File: config.mk
export PLATFORM = sky130hd
export DESIGN_NAME = cfg_hdr_parser
export DESIGN_NICKNAME = d
export VERILOG_FILES = /design/src/rtl/cfg_hdr_parser.sv
export SDC_FILE = /design/constraint.sdc
export NUM_CORES = 1
export LEC_CHECK = 0
export ABC_AREA = 1
export CAP_MARGIN = 20
export CORE_MARGIN = 2
export CORE_UTILIZATION = 40
export DETAILED_ROUTE_END_ITERATION = 8
export GPL_TIMING_DRIVEN = 0
export PLACE_DENSITY = 0.62
export SLEW_MARGIN = 20
export SYNTH_ARGS = -nofsm -noshare
export SYNTH_HDL_FRONTEND = slang
export SYNTH_SLANG_ARGS = --single-unit
File: constraint.sdc
create_clock -name clk -period 4.6 [get_ports clk]
set_clock_uncertainty 0.05 [all_clocks]
set_input_delay 1.15 -clock clk [delete_from_list [all_inputs] [get_ports clk]]
set_output_delay 1.15 -clock clk [all_outputs]
set_load 0.02 [all_outputs]
File: src/rtl/cfg_hdr_parser.sv
module cfg_hdr_parser (
  input  logic        clk,
  input  logic        rst_n,
  input  logic        restart,
  input  logic [7:0]  in_data,
  input  logic        in_valid,
  output logic        in_ready,
  output logic [7:0]  pay_data,
  output logic        pay_valid,
  input  logic        pay_ready,
  output logic        pay_last,
  output logic        hdr_ok,
  output logic        err,
  output logic        done,
  output logic [31:0] data_len
);

  localparam logic [3:0] PRE_LAST = 4'd12;
  localparam logic [7:0] TAG_LO   = 8'h61;
  localparam logic [7:0] TAG_HI   = 8'h65;

  typedef enum logic [2:0] {S_PRE, S_TAG, S_LEN, S_SKIP, S_PAY, S_DONE, S_ERR} st_t;

  st_t         st;
  logic [3:0]  pidx;
  logic [1:0]  lcnt;
  logic        is_e;
  logic [31:0] shreg;
  logic [31:0] cnt;
  logic [31:0] nxt_len;
  logic        acc;

  function automatic logic [7:0] pre_byte(input logic [3:0] i);
    case (i)
      4'd0, 4'd10, 4'd11: pre_byte = 8'h00;
      4'd1:               pre_byte = 8'h09;
      4'd12:              pre_byte = 8'h01;
      default:            pre_byte = i[0] ? 8'hF0 : 8'h0F;
    endcase
  endfunction

  assign in_ready  = (st == S_PRE) || (st == S_TAG) || (st == S_LEN) || (st == S_SKIP) ||
                     ((st == S_PAY) && pay_ready);
  assign acc       = in_valid && in_ready;
  assign nxt_len   = {shreg[23:0], in_data};
  assign pay_valid = (st == S_PAY) && in_valid;
  assign pay_data  = in_data;
  assign pay_last  = (st == S_PAY) && (cnt == 32'd1);
  assign err       = (st == S_ERR);
  assign done      = (st == S_DONE);

  always_ff @(posedge clk) begin
    if (!rst_n || restart) begin
      st       <= S_PRE;
      pidx     <= '0;
      lcnt     <= '0;
      is_e     <= 1'b0;
      shreg    <= '0;
      cnt      <= '0;
      hdr_ok   <= 1'b0;
      data_len <= '0;
    end else if (acc) begin
      case (st)
        S_PRE: begin
          if (in_data != pre_byte(pidx)) st <= S_ERR;
          else if (pidx == PRE_LAST)     st <= S_TAG;
          else                           pidx <= pidx + 4'd1;
        end
        S_TAG: begin
          if (in_data >= TAG_LO && in_data <= TAG_HI) begin
            is_e  <= (in_data == TAG_HI);
            lcnt  <= (in_data == TAG_HI) ? 2'd3 : 2'd1;
            shreg <= '0;
            st    <= S_LEN;
          end else begin
            st <= S_ERR;
          end
        end
        S_LEN: begin
          shreg <= nxt_len;
          lcnt  <= lcnt - 2'd1;
          if (lcnt == 2'd0) begin
            cnt <= nxt_len;
            if (is_e) begin
              data_len <= nxt_len;
              hdr_ok   <= 1'b1;
              st       <= (nxt_len == 32'd0) ? S_DONE : S_PAY;
            end else begin
              st <= (nxt_len == 32'd0) ? S_TAG : S_SKIP;
            end
          end
        end
        S_SKIP: begin
          cnt <= cnt - 32'd1;
          if (cnt == 32'd1) st <= S_TAG;
        end
        S_PAY: begin
          cnt <= cnt - 32'd1;
          if (cnt == 32'd1) st <= S_DONE;
        end
        default: ;
      endcase
    end
  end

endmodule

==> impl_metrics.xml, run 1 <==
<?xml version="1.0" encoding="UTF-8"?>
<metrics>
  <group name="run_status">
    <metric name="status" unit="">complete, no violations</metric>
  </group>
  <group name="die">
    <metric name="ios" unit="">59</metric>
    <metric name="coreArea" unit="µm²">13190</metric>
    <metric name="die_area" unit="µm²">14410</metric>
    <metric name="standard_cell_row_count" unit="">42</metric>
    <metric name="initial_core_util" unit="">0.4083</metric>
    <metric name="die_width" unit="µm">120.0</metric>
    <metric name="die_height" unit="µm">120.0</metric>
  </group>
  <group name="clocking">
    <metric name="clock_insertion_delay_worst_skew" unit="ns">0.36</metric>
    <metric name="cts_made_buffers" unit="">9</metric>
    <metric name="clk_pin_slew" unit="ns">0.07</metric>
    <metric name="cts_hold_buf" unit="">0</metric>
    <metric name="clock-sinks" unit="">99</metric>
    <metric name="post_cts.resized_instances" unit="">0</metric>
    <metric name="cts_tree" unit="">done</metric>
    <metric name="cts_root_buf" unit="">clkbuf_16</metric>
    <metric name="number_of_levels_in_the_clock_h_tree" unit="">3</metric>
    <metric name="max-clock-path-buffers" unit="">2</metric>
    <metric name="post_cts_buffers" unit="">0</metric>
  </group>
  <group name="routing">
    <metric name="wl_per_cell" unit="µm">15.91</metric>
    <metric name="route.detailed.drc" unit="">0</metric>
    <metric name="drt-vias-per-instance" unit="">5.244</metric>
    <metric name="first_pass_iters" unit="">5</metric>
    <metric name="drt-initial-drc-count" unit="">450</metric>
    <metric name="ant_nets" unit="">0</metric>
    <metric name="totalWireLength" unit="mm">17.19</metric>
    <metric name="vias" unit="">5663</metric>
  </group>
  <group name="grt">
    <metric name="grt_overflow" unit="">0</metric>
    <metric name="first_global_vias" unit="">5209</metric>
    <metric name="grt_start_max_net_pins" unit="">18</metric>
    <metric name="global_route.usage.total" unit="">0.2446</metric>
    <metric name="antenna_found_initial" unit="">0</metric>
    <metric name="grt_pass1_wl" unit="mm">27.44</metric>
  </group>
  <group name="power_and_ir_drop">
    <metric name="cell_internal_pwr" unit="mW">1.380</metric>
    <metric name="combPwrFrac" unit="">0.145</metric>
    <metric name="static-leakage-power" unit="nW">2.737</metric>
    <metric name="power_density_of_the_placed_cells" unit="nW/µm²">299.3</metric>
    <metric name="p_sw" unit="µW">557.7</metric>
    <metric name="clockPowerShare" unit="">0.406</metric>
    <metric name="total_power" unit="mW">1.937</metric>
    <metric name="swShare" unit="">0.2879</metric>
    <metric name="power_frac_seq" unit="">0.450</metric>
    <metric name="worst_ir_drop_vdd" unit="mV">0.1964</metric>
  </group>
  <group name="timing">
    <metric name="grt_setup_unrepaired" unit="">no</metric>
    <metric name="final_hold_vio_count" unit="">0</metric>
    <metric name="max_slew_margin" unit="">0.4341</metric>
    <metric name="period_needed" unit="ns">3.911</metric>
    <metric name="min_period_over_period" unit="">0.8502</metric>
    <metric name="timing_max_transition_violations_final" unit="">0</metric>
    <metric name="timing.hold.ws" unit="ns">0.4166</metric>
    <metric name="setup_violations" unit="">0</metric>
    <metric name="tns" unit="ns">0</metric>
    <metric name="worst_slew_pin_slew" unit="ns">0.8458</metric>
    <metric name="fmaxAchievable" unit="GHz">0.2557</metric>
  </group>
  <group name="hold_path">
    <metric name="min-delay-path-class" unit="">reg2reg</metric>
  </group>
  <group name="setup_path">
    <metric name="critPathLaunchType" unit="">input pin</metric>
    <metric name="timing_worst_setup_path_type" unit="">in2out</metric>
    <metric name="worst_ep_arrival_time" unit="ns">2.71</metric>
    <metric name="cp-end-kind" unit="">output port</metric>
    <metric name="required" unit="ns">3.40</metric>
    <metric name="cp_max_fo" unit="">10</metric>
  </group>
  <group name="cells_and_area">
    <metric name="finalNetCount" unit="">920</metric>
    <metric name="postLayoutCellArea" unit="µm²">6472</metric>
    <metric name="num_antenna_cells" unit="">0</metric>
    <metric name="layout_commonest_cell" unit="">nand2_1</metric>
    <metric name="drive_gt1_frac" unit="">0.05642</metric>
    <metric name="mostFrequentLayoutCells" unit="">nand2_1 (154), nor2_1 (136), a21oi_1 (110)</metric>
    <metric name="finalNonFillerCells" unit="">1080</metric>
    <metric name="area_growth" unit="%">20.19</metric>
  </group>
  <group name="synth">
    <metric name="post_synth_instance_area" unit="µm²">5385</metric>
    <metric name="syn_avg_cell_area" unit="µm²">6.473</metric>
    <metric name="post_synth_and_or_nand_nor_area_fraction" unit="">0.3088</metric>
    <metric name="synth.lib_cells_used.distinct" unit="">32</metric>
    <metric name="ys_seq_elements" unit="">99</metric>
    <metric name="synth_compound_gate_area_share" unit="">0.1833</metric>
    <metric name="synth-xor-area-share" unit="">0.02114</metric>
    <metric name="synth-warning-count" unit="">0</metric>
    <metric name="post_synth_inst_count" unit="">832</metric>
    <metric name="muxShareOfSynthArea" unit="">0</metric>
    <metric name="syn-num-nets" unit="">852</metric>
    <metric name="seq_area_frac_synth" unit="">0.3680</metric>
    <metric name="synth_top_family_by_area" unit="">simple AND/OR/NAND/NOR gates</metric>
    <metric name="yosys.area_share.adder" unit="">0.01626</metric>
  </group>
  <group name="place">
    <metric name="place.detailed.instances" unit="">1065</metric>
    <metric name="port-buffer-count" unit="">57</metric>
    <metric name="placed_instance_area" unit="µm²">6176</metric>
    <metric name="globalplace.congestion" unit="">0.9308</metric>
    <metric name="dp.final_hpwl" unit="mm">12.99</metric>
  </group>
  <group name="flow_run">
    <metric name="cap_viol_max_count" unit="">0</metric>
  </group>
</metrics>
-- critical path, stage by stage --
cell and delay (ns):
clkbuf_1 0.33, clkbuf_1 0.43, inv_1 0.08, nor2_1 0.11, clkdlybuf4s50_1 0.62
-- cell families (layout without fill, tap and decap cells) --
family / count (synthesis) / after routing
AND/OR/NAND/NOR: 394 / 394
buffers and inverters: 127 / 199
adder cells (fa/ha/maj): 7 / 7
flip-flops: 99 / 99
XOR/XNOR: 13 / 13
AO/OA/AOI/OAI: 192 / 192
-- final cells by class --
cell class              count  area, µm²
clock buffers               9      225.2
clock inverters             6      71.32
plain buffers              46      247.7
fillers                  1370       6718
multi-input cells         606       2851
well taps                 176      220.2
inverters                  81      304.0
repair buffers             57      570.5
flip-flops and latches     99       1982
-- Yosys cell counts --
library cell    n  share of area
nand2_1       154           0.11
nor2_1        136          0.095
a21oi_1       110           0.10
dfxtp_1        99           0.37
inv_1          76          0.053
nand3_1        69          0.064
o21ai_0        41          0.038
o21ai_1        29          0.027
clkbuf_1       20          0.014
nand4_1        16          0.019
buf_2          12          0.011
buf_4          12          0.017
nor3_1          8         0.0074
xor2_1          8          0.013
ha_1            7          0.016
inv_2           5         0.0035
o211ai_1        5         0.0070
xnor2_1         5         0.0081
nor4_1          3         0.0035
a211oi_1        2         0.0028
a31oi_1         2         0.0023
buf_6           2         0.0042
nand3b_1        2         0.0028
nand2_2         1         0.0012
nand2b_1        1         0.0012
nand3_2         1         0.0019
nor3_2          1         0.0019
nor3_4          1         0.0030
o21bai_1        1         0.0014
o22ai_1         1         0.0012
o31ai_1         1         0.0014
or2_2           1         0.0012
-- metrics by stage --
stage / setup slack, ns / utilization
4_1_cts: 0.6966 / 0.4907
6_report: 0.6890 / 0.4907
3_3_place_gp: 0.7143 / 0.4682
2_1_floorplan: 1.363 / -
5_1_grt: 0.5311 / 0.4907
3_5_place_dp: 0.6928 / 0.4682
-- power groups by stage --
stage / clock [mW] / sequential, mW / combinational, mW
global route: 0.828 / 0.872 / 0.315
global placement: 0 / 0.891 / 0.274
CTS: 0.800 / 0.871 / 0.277
floorplan: 0 / 0.889 / 0.190
detailed placement: 0 / 0.891 / 0.276
finish: 0.786 / 0.871 / 0.280
-- path summary, 6_finish.rpt --
path | from | to | slack [ns] | cells after the start
max | in_valid | pay_valid | 0.69 | 5
min | cnt[31] | cnt[31] | 0.42 | 2
max reg2reg | st[0] | cnt[24] | 2.38 | 9
min reg2reg | cnt[31] | cnt[31] | 0.42 | 2
-- registers in the layout (all words and copies together), names as in the netlist --
name and count:
shreg 24, pidx 4, st 3, hdr_ok 1
data_len 32, cnt 32, lcnt 2, is_e 1
-- layer usage --
layer | share of wire | up-vias | GRT usage
li1 | - | 2865 | -
met1 | 0.47 | 2621 | 0.3402
met2 | 0.46 | 152 | 0.3839
met3 | 0.049 | 25 | 0.04705
met4 | 0.021 | 0 | 0.07206
met5 | 0 | - | 0
No activity file was read; power rests on OpenSTA's default activity.
==> run 2: changes to the inputs <==
--- a/config.mk
+++ b/config.mk
@@ -9,4 +9,4 @@
 export CAP_MARGIN = 20
-export CORE_MARGIN = 2
 export CORE_UTILIZATION = 40
+export CTS_BUF_LIST = sky130_fd_sc_hd__clkbuf_2 sky130_fd_sc_hd__clkbuf_4 sky130_fd_sc_hd__clkbuf_8
 export DETAILED_ROUTE_END_ITERATION = 8
==> constraint.sdc (replaced) <==
create_clock -name clk -period 4.6 [get_ports clk]
set_clock_uncertainty 0.05 [all_clocks]
set_input_delay 0.92 -clock clk [delete_from_list [all_inputs] [get_ports clk]]
set_output_delay 0.92 -clock clk [all_outputs]
set_load 0.02 [all_outputs]
==> run 2 against run 1 <==
Die area decreased by 3.3%. Critical path depth is the same. Final area down 1.4%. Largest cell class unchanged. Clock power is 23% lower.
==> impl_metrics.xml, run 2 (synthesis results as in run 1) <==
<?xml version="1.0" encoding="UTF-8"?>
<metrics>
  <group name="run_status">
    <metric name="status" unit="">complete, no violations</metric>
  </group>
  <group name="grt">
    <metric name="first_global_vias" unit="">5198</metric>
    <metric name="grt_start_max_net_pins" unit="">18</metric>
    <metric name="antenna_found_initial" unit="">0</metric>
    <metric name="grt_overflow" unit="">0</metric>
    <metric name="global_route.usage.total" unit="">0.2510</metric>
    <metric name="grt_pass1_wl" unit="mm">27.28</metric>
  </group>
  <group name="timing">
    <metric name="min_period_over_period" unit="">0.7376</metric>
    <metric name="grt_setup_unrepaired" unit="">no</metric>
    <metric name="period_needed" unit="ns">3.393</metric>
    <metric name="tns" unit="ns">0</metric>
    <metric name="fmaxAchievable" unit="GHz">0.2947</metric>
    <metric name="setup_violations" unit="">0</metric>
    <metric name="final_hold_vio_count" unit="">0</metric>
    <metric name="timing_max_transition_violations_final" unit="">0</metric>
    <metric name="worst_slew_pin_slew" unit="ns">0.8592</metric>
    <metric name="max_slew_margin" unit="">0.4251</metric>
  </group>
  <group name="routing">
    <metric name="ant_nets" unit="">0</metric>
    <metric name="top_layer" unit="">met4</metric>
    <metric name="first_pass_iters" unit="">5</metric>
    <metric name="met1Wirelength" unit="mm">8.386</metric>
    <metric name="wl_per_cell" unit="µm">15.80</metric>
    <metric name="totalWireLength" unit="mm">17.08</metric>
    <metric name="vias" unit="">5620</metric>
    <metric name="drt-initial-drc-count" unit="">493</metric>
    <metric name="detailroute.wirelength.met2" unit="mm">7.709</metric>
    <metric name="dr_wl_met3" unit="µm">621</metric>
    <metric name="drt-vias-per-instance" unit="">5.199</metric>
    <metric name="route.detailed.drc" unit="">0</metric>
  </group>
  <group name="clocking">
    <metric name="clk_pin_slew" unit="ns">0.11</metric>
    <metric name="cts_made_buffers" unit="">9</metric>
    <metric name="cts_hold_buf" unit="">0</metric>
    <metric name="cts_root_buf" unit="">clkbuf_8</metric>
    <metric name="clock-sinks" unit="">99</metric>
    <metric name="cts_tree" unit="">done</metric>
    <metric name="number_of_levels_in_the_clock_h_tree" unit="">3</metric>
    <metric name="clock_insertion_delay_worst_skew" unit="ns">0.39</metric>
    <metric name="max-clock-path-buffers" unit="">2</metric>
    <metric name="post_cts_buffers" unit="">0</metric>
    <metric name="post_cts.resized_instances" unit="">0</metric>
  </group>
  <group name="hold_path">
    <metric name="min-delay-path-class" unit="">reg2reg</metric>
  </group>
  <group name="setup_path">
    <metric name="slowest_cp_cell" unit="">clkdlybuf4s50_1</metric>
    <metric name="critical_path.most_common_cell" unit="">clkbuf_1</metric>
    <metric name="cp_num_buf_inv" unit="">4</metric>
    <metric name="worst_path_dominant_cell_family" unit="">buffers and inverters</metric>
    <metric name="critPathLaunchType" unit="">input pin</metric>
    <metric name="worst_ep_arrival_time" unit="ns">2.42</metric>
    <metric name="required" unit="ns">3.63</metric>
    <metric name="timing_worst_setup_path_type" unit="">in2out</metric>
    <metric name="max_stage_delay" unit="ns">0.61</metric>
    <metric name="worstPathCellList" unit="">clkbuf_1 &gt; clkbuf_1 &gt; inv_1 &gt; nor2_1 &gt; clkdlybuf4s50_1</metric>
    <metric name="cp-end-kind" unit="">output port</metric>
    <metric name="cp_max_fo" unit="">10</metric>
  </group>
  <group name="cells_and_area">
    <metric name="multi_input_comb_area" unit="µm²">2851</metric>
    <metric name="regArea" unit="µm²">1982</metric>
    <metric name="num_antenna_cells" unit="">0</metric>
    <metric name="layout_commonest_cell" unit="">nand2_1</metric>
    <metric name="layout.filler_cells" unit="">1411</metric>
    <metric name="mostFrequentLayoutCells" unit="">nand2_1 (154), nor2_1 (136), a21oi_1 (110)</metric>
    <metric name="layout_top_registers" unit="">cnt (32), data_len (32), shreg (24)</metric>
    <metric name="drive_gt1_frac" unit="">0.05746</metric>
    <metric name="area_growth" unit="%">18.45</metric>
    <metric name="postLayoutCellArea" unit="µm²">6379</metric>
    <metric name="finalNetCount" unit="">920</metric>
  </group>
  <group name="die">
    <metric name="die_height" unit="µm">118.0</metric>
    <metric name="initial_core_util" unit="">0.4083</metric>
    <metric name="die_area" unit="µm²">13930</metric>
    <metric name="ios" unit="">59</metric>
    <metric name="die_width" unit="µm">118.0</metric>
    <metric name="standard_cell_row_count" unit="">42</metric>
    <metric name="coreArea" unit="µm²">13190</metric>
  </group>
  <group name="flow_run">
    <metric name="cap_viol_max_count" unit="">0</metric>
  </group>
  <group name="power_and_ir_drop">
    <metric name="worst_ir_drop_vdd" unit="mV">0.1620</metric>
    <metric name="static-leakage-power" unit="nW">2.701</metric>
    <metric name="total_power" unit="mW">1.757</metric>
    <metric name="power_density_of_the_placed_cells" unit="nW/µm²">275.5</metric>
  </group>
  <group name="place">
    <metric name="dp.final_hpwl" unit="mm">12.93</metric>
    <metric name="placed_instance_area" unit="µm²">6176</metric>
    <metric name="port-buffer-count" unit="">57</metric>
    <metric name="globalplace.congestion" unit="">0.9364</metric>
  </group>
</metrics>
## run 2: cell types whose count changed in the layout (fill, tap and decap cells not counted)
cell,previous run,this run
inv_6,2,1
clkbuf_16,9,0
clkbuf_8,0,9
clkinv_2,1,2
clkbuf_4,0,1
inv_8,1,2
clkinvlp_4,1,0
## run 2: per-stage QoR
step	worst slack, ns	cells	hold WS, ns	utilization
2_1_floorplan	1.823	832	0.3942	-
3_3_place_gp	1.193	1065	0.4004	0.4682
3_5_place_dp	1.210	1065	0.4065	0.4682
4_1_cts	1.194	1081	0.4222	0.4836
5_1_grt	1.075	1081	0.4370	0.4836
6_report	1.207	1081	0.4225	0.4836
## run 2: area by class of cell
type | instances | share of cell area
inverter | 81 | 0.04767
buffer | 46 | 0.03884
sequential | 99 | 0.3107
multi-input combinational | 606 | 0.4470
timing repair buffer | 57 | 0.08945
tap | 176 | 0.03452
clock inverter | 6 | 0.01118
clock buffer | 10 | 0.02060
## run 2: metal layers
layer | global-route usage | vias up
met5 | 0 | -
met4 | 0.07692 | 0
met3 | 0.04457 | 27
met2 | 0.3930 | 122
met1 | 0.3493 | 2613
li1 | - | 2858
## run 2: worst paths after layout
path         startpoint         to  slack [ns]  depth (start not counted)
max            in_valid  pay_valid        1.21                          5
min             cnt[31]    cnt[31]        0.42                          2
max reg2reg       st[0]    cnt[24]        2.32                          9
min reg2reg     cnt[31]    cnt[31]        0.42                          2
## run 2: where the power goes
| part | leakage (nW) | total (mW) | switching (mW) | internal, mW |
|---|---|---|---|---|
| logic | 1.80 | 0.281 | 0.190 | 0.0906 |
| registers | 0.798 | 0.871 | 0.00802 | 0.863 |
| clock network | 0.108 | 0.605 | 0.339 | 0.266 |
| total | 2.70 | 1.76 | 0.538 | 1.22 |
## run 2: tightest hold or removal path, stage by stage, from the launching register on
cell and delay, ns:
dfxtp_1 0.32, nand2_1 0.06, a21oi_1 0.05
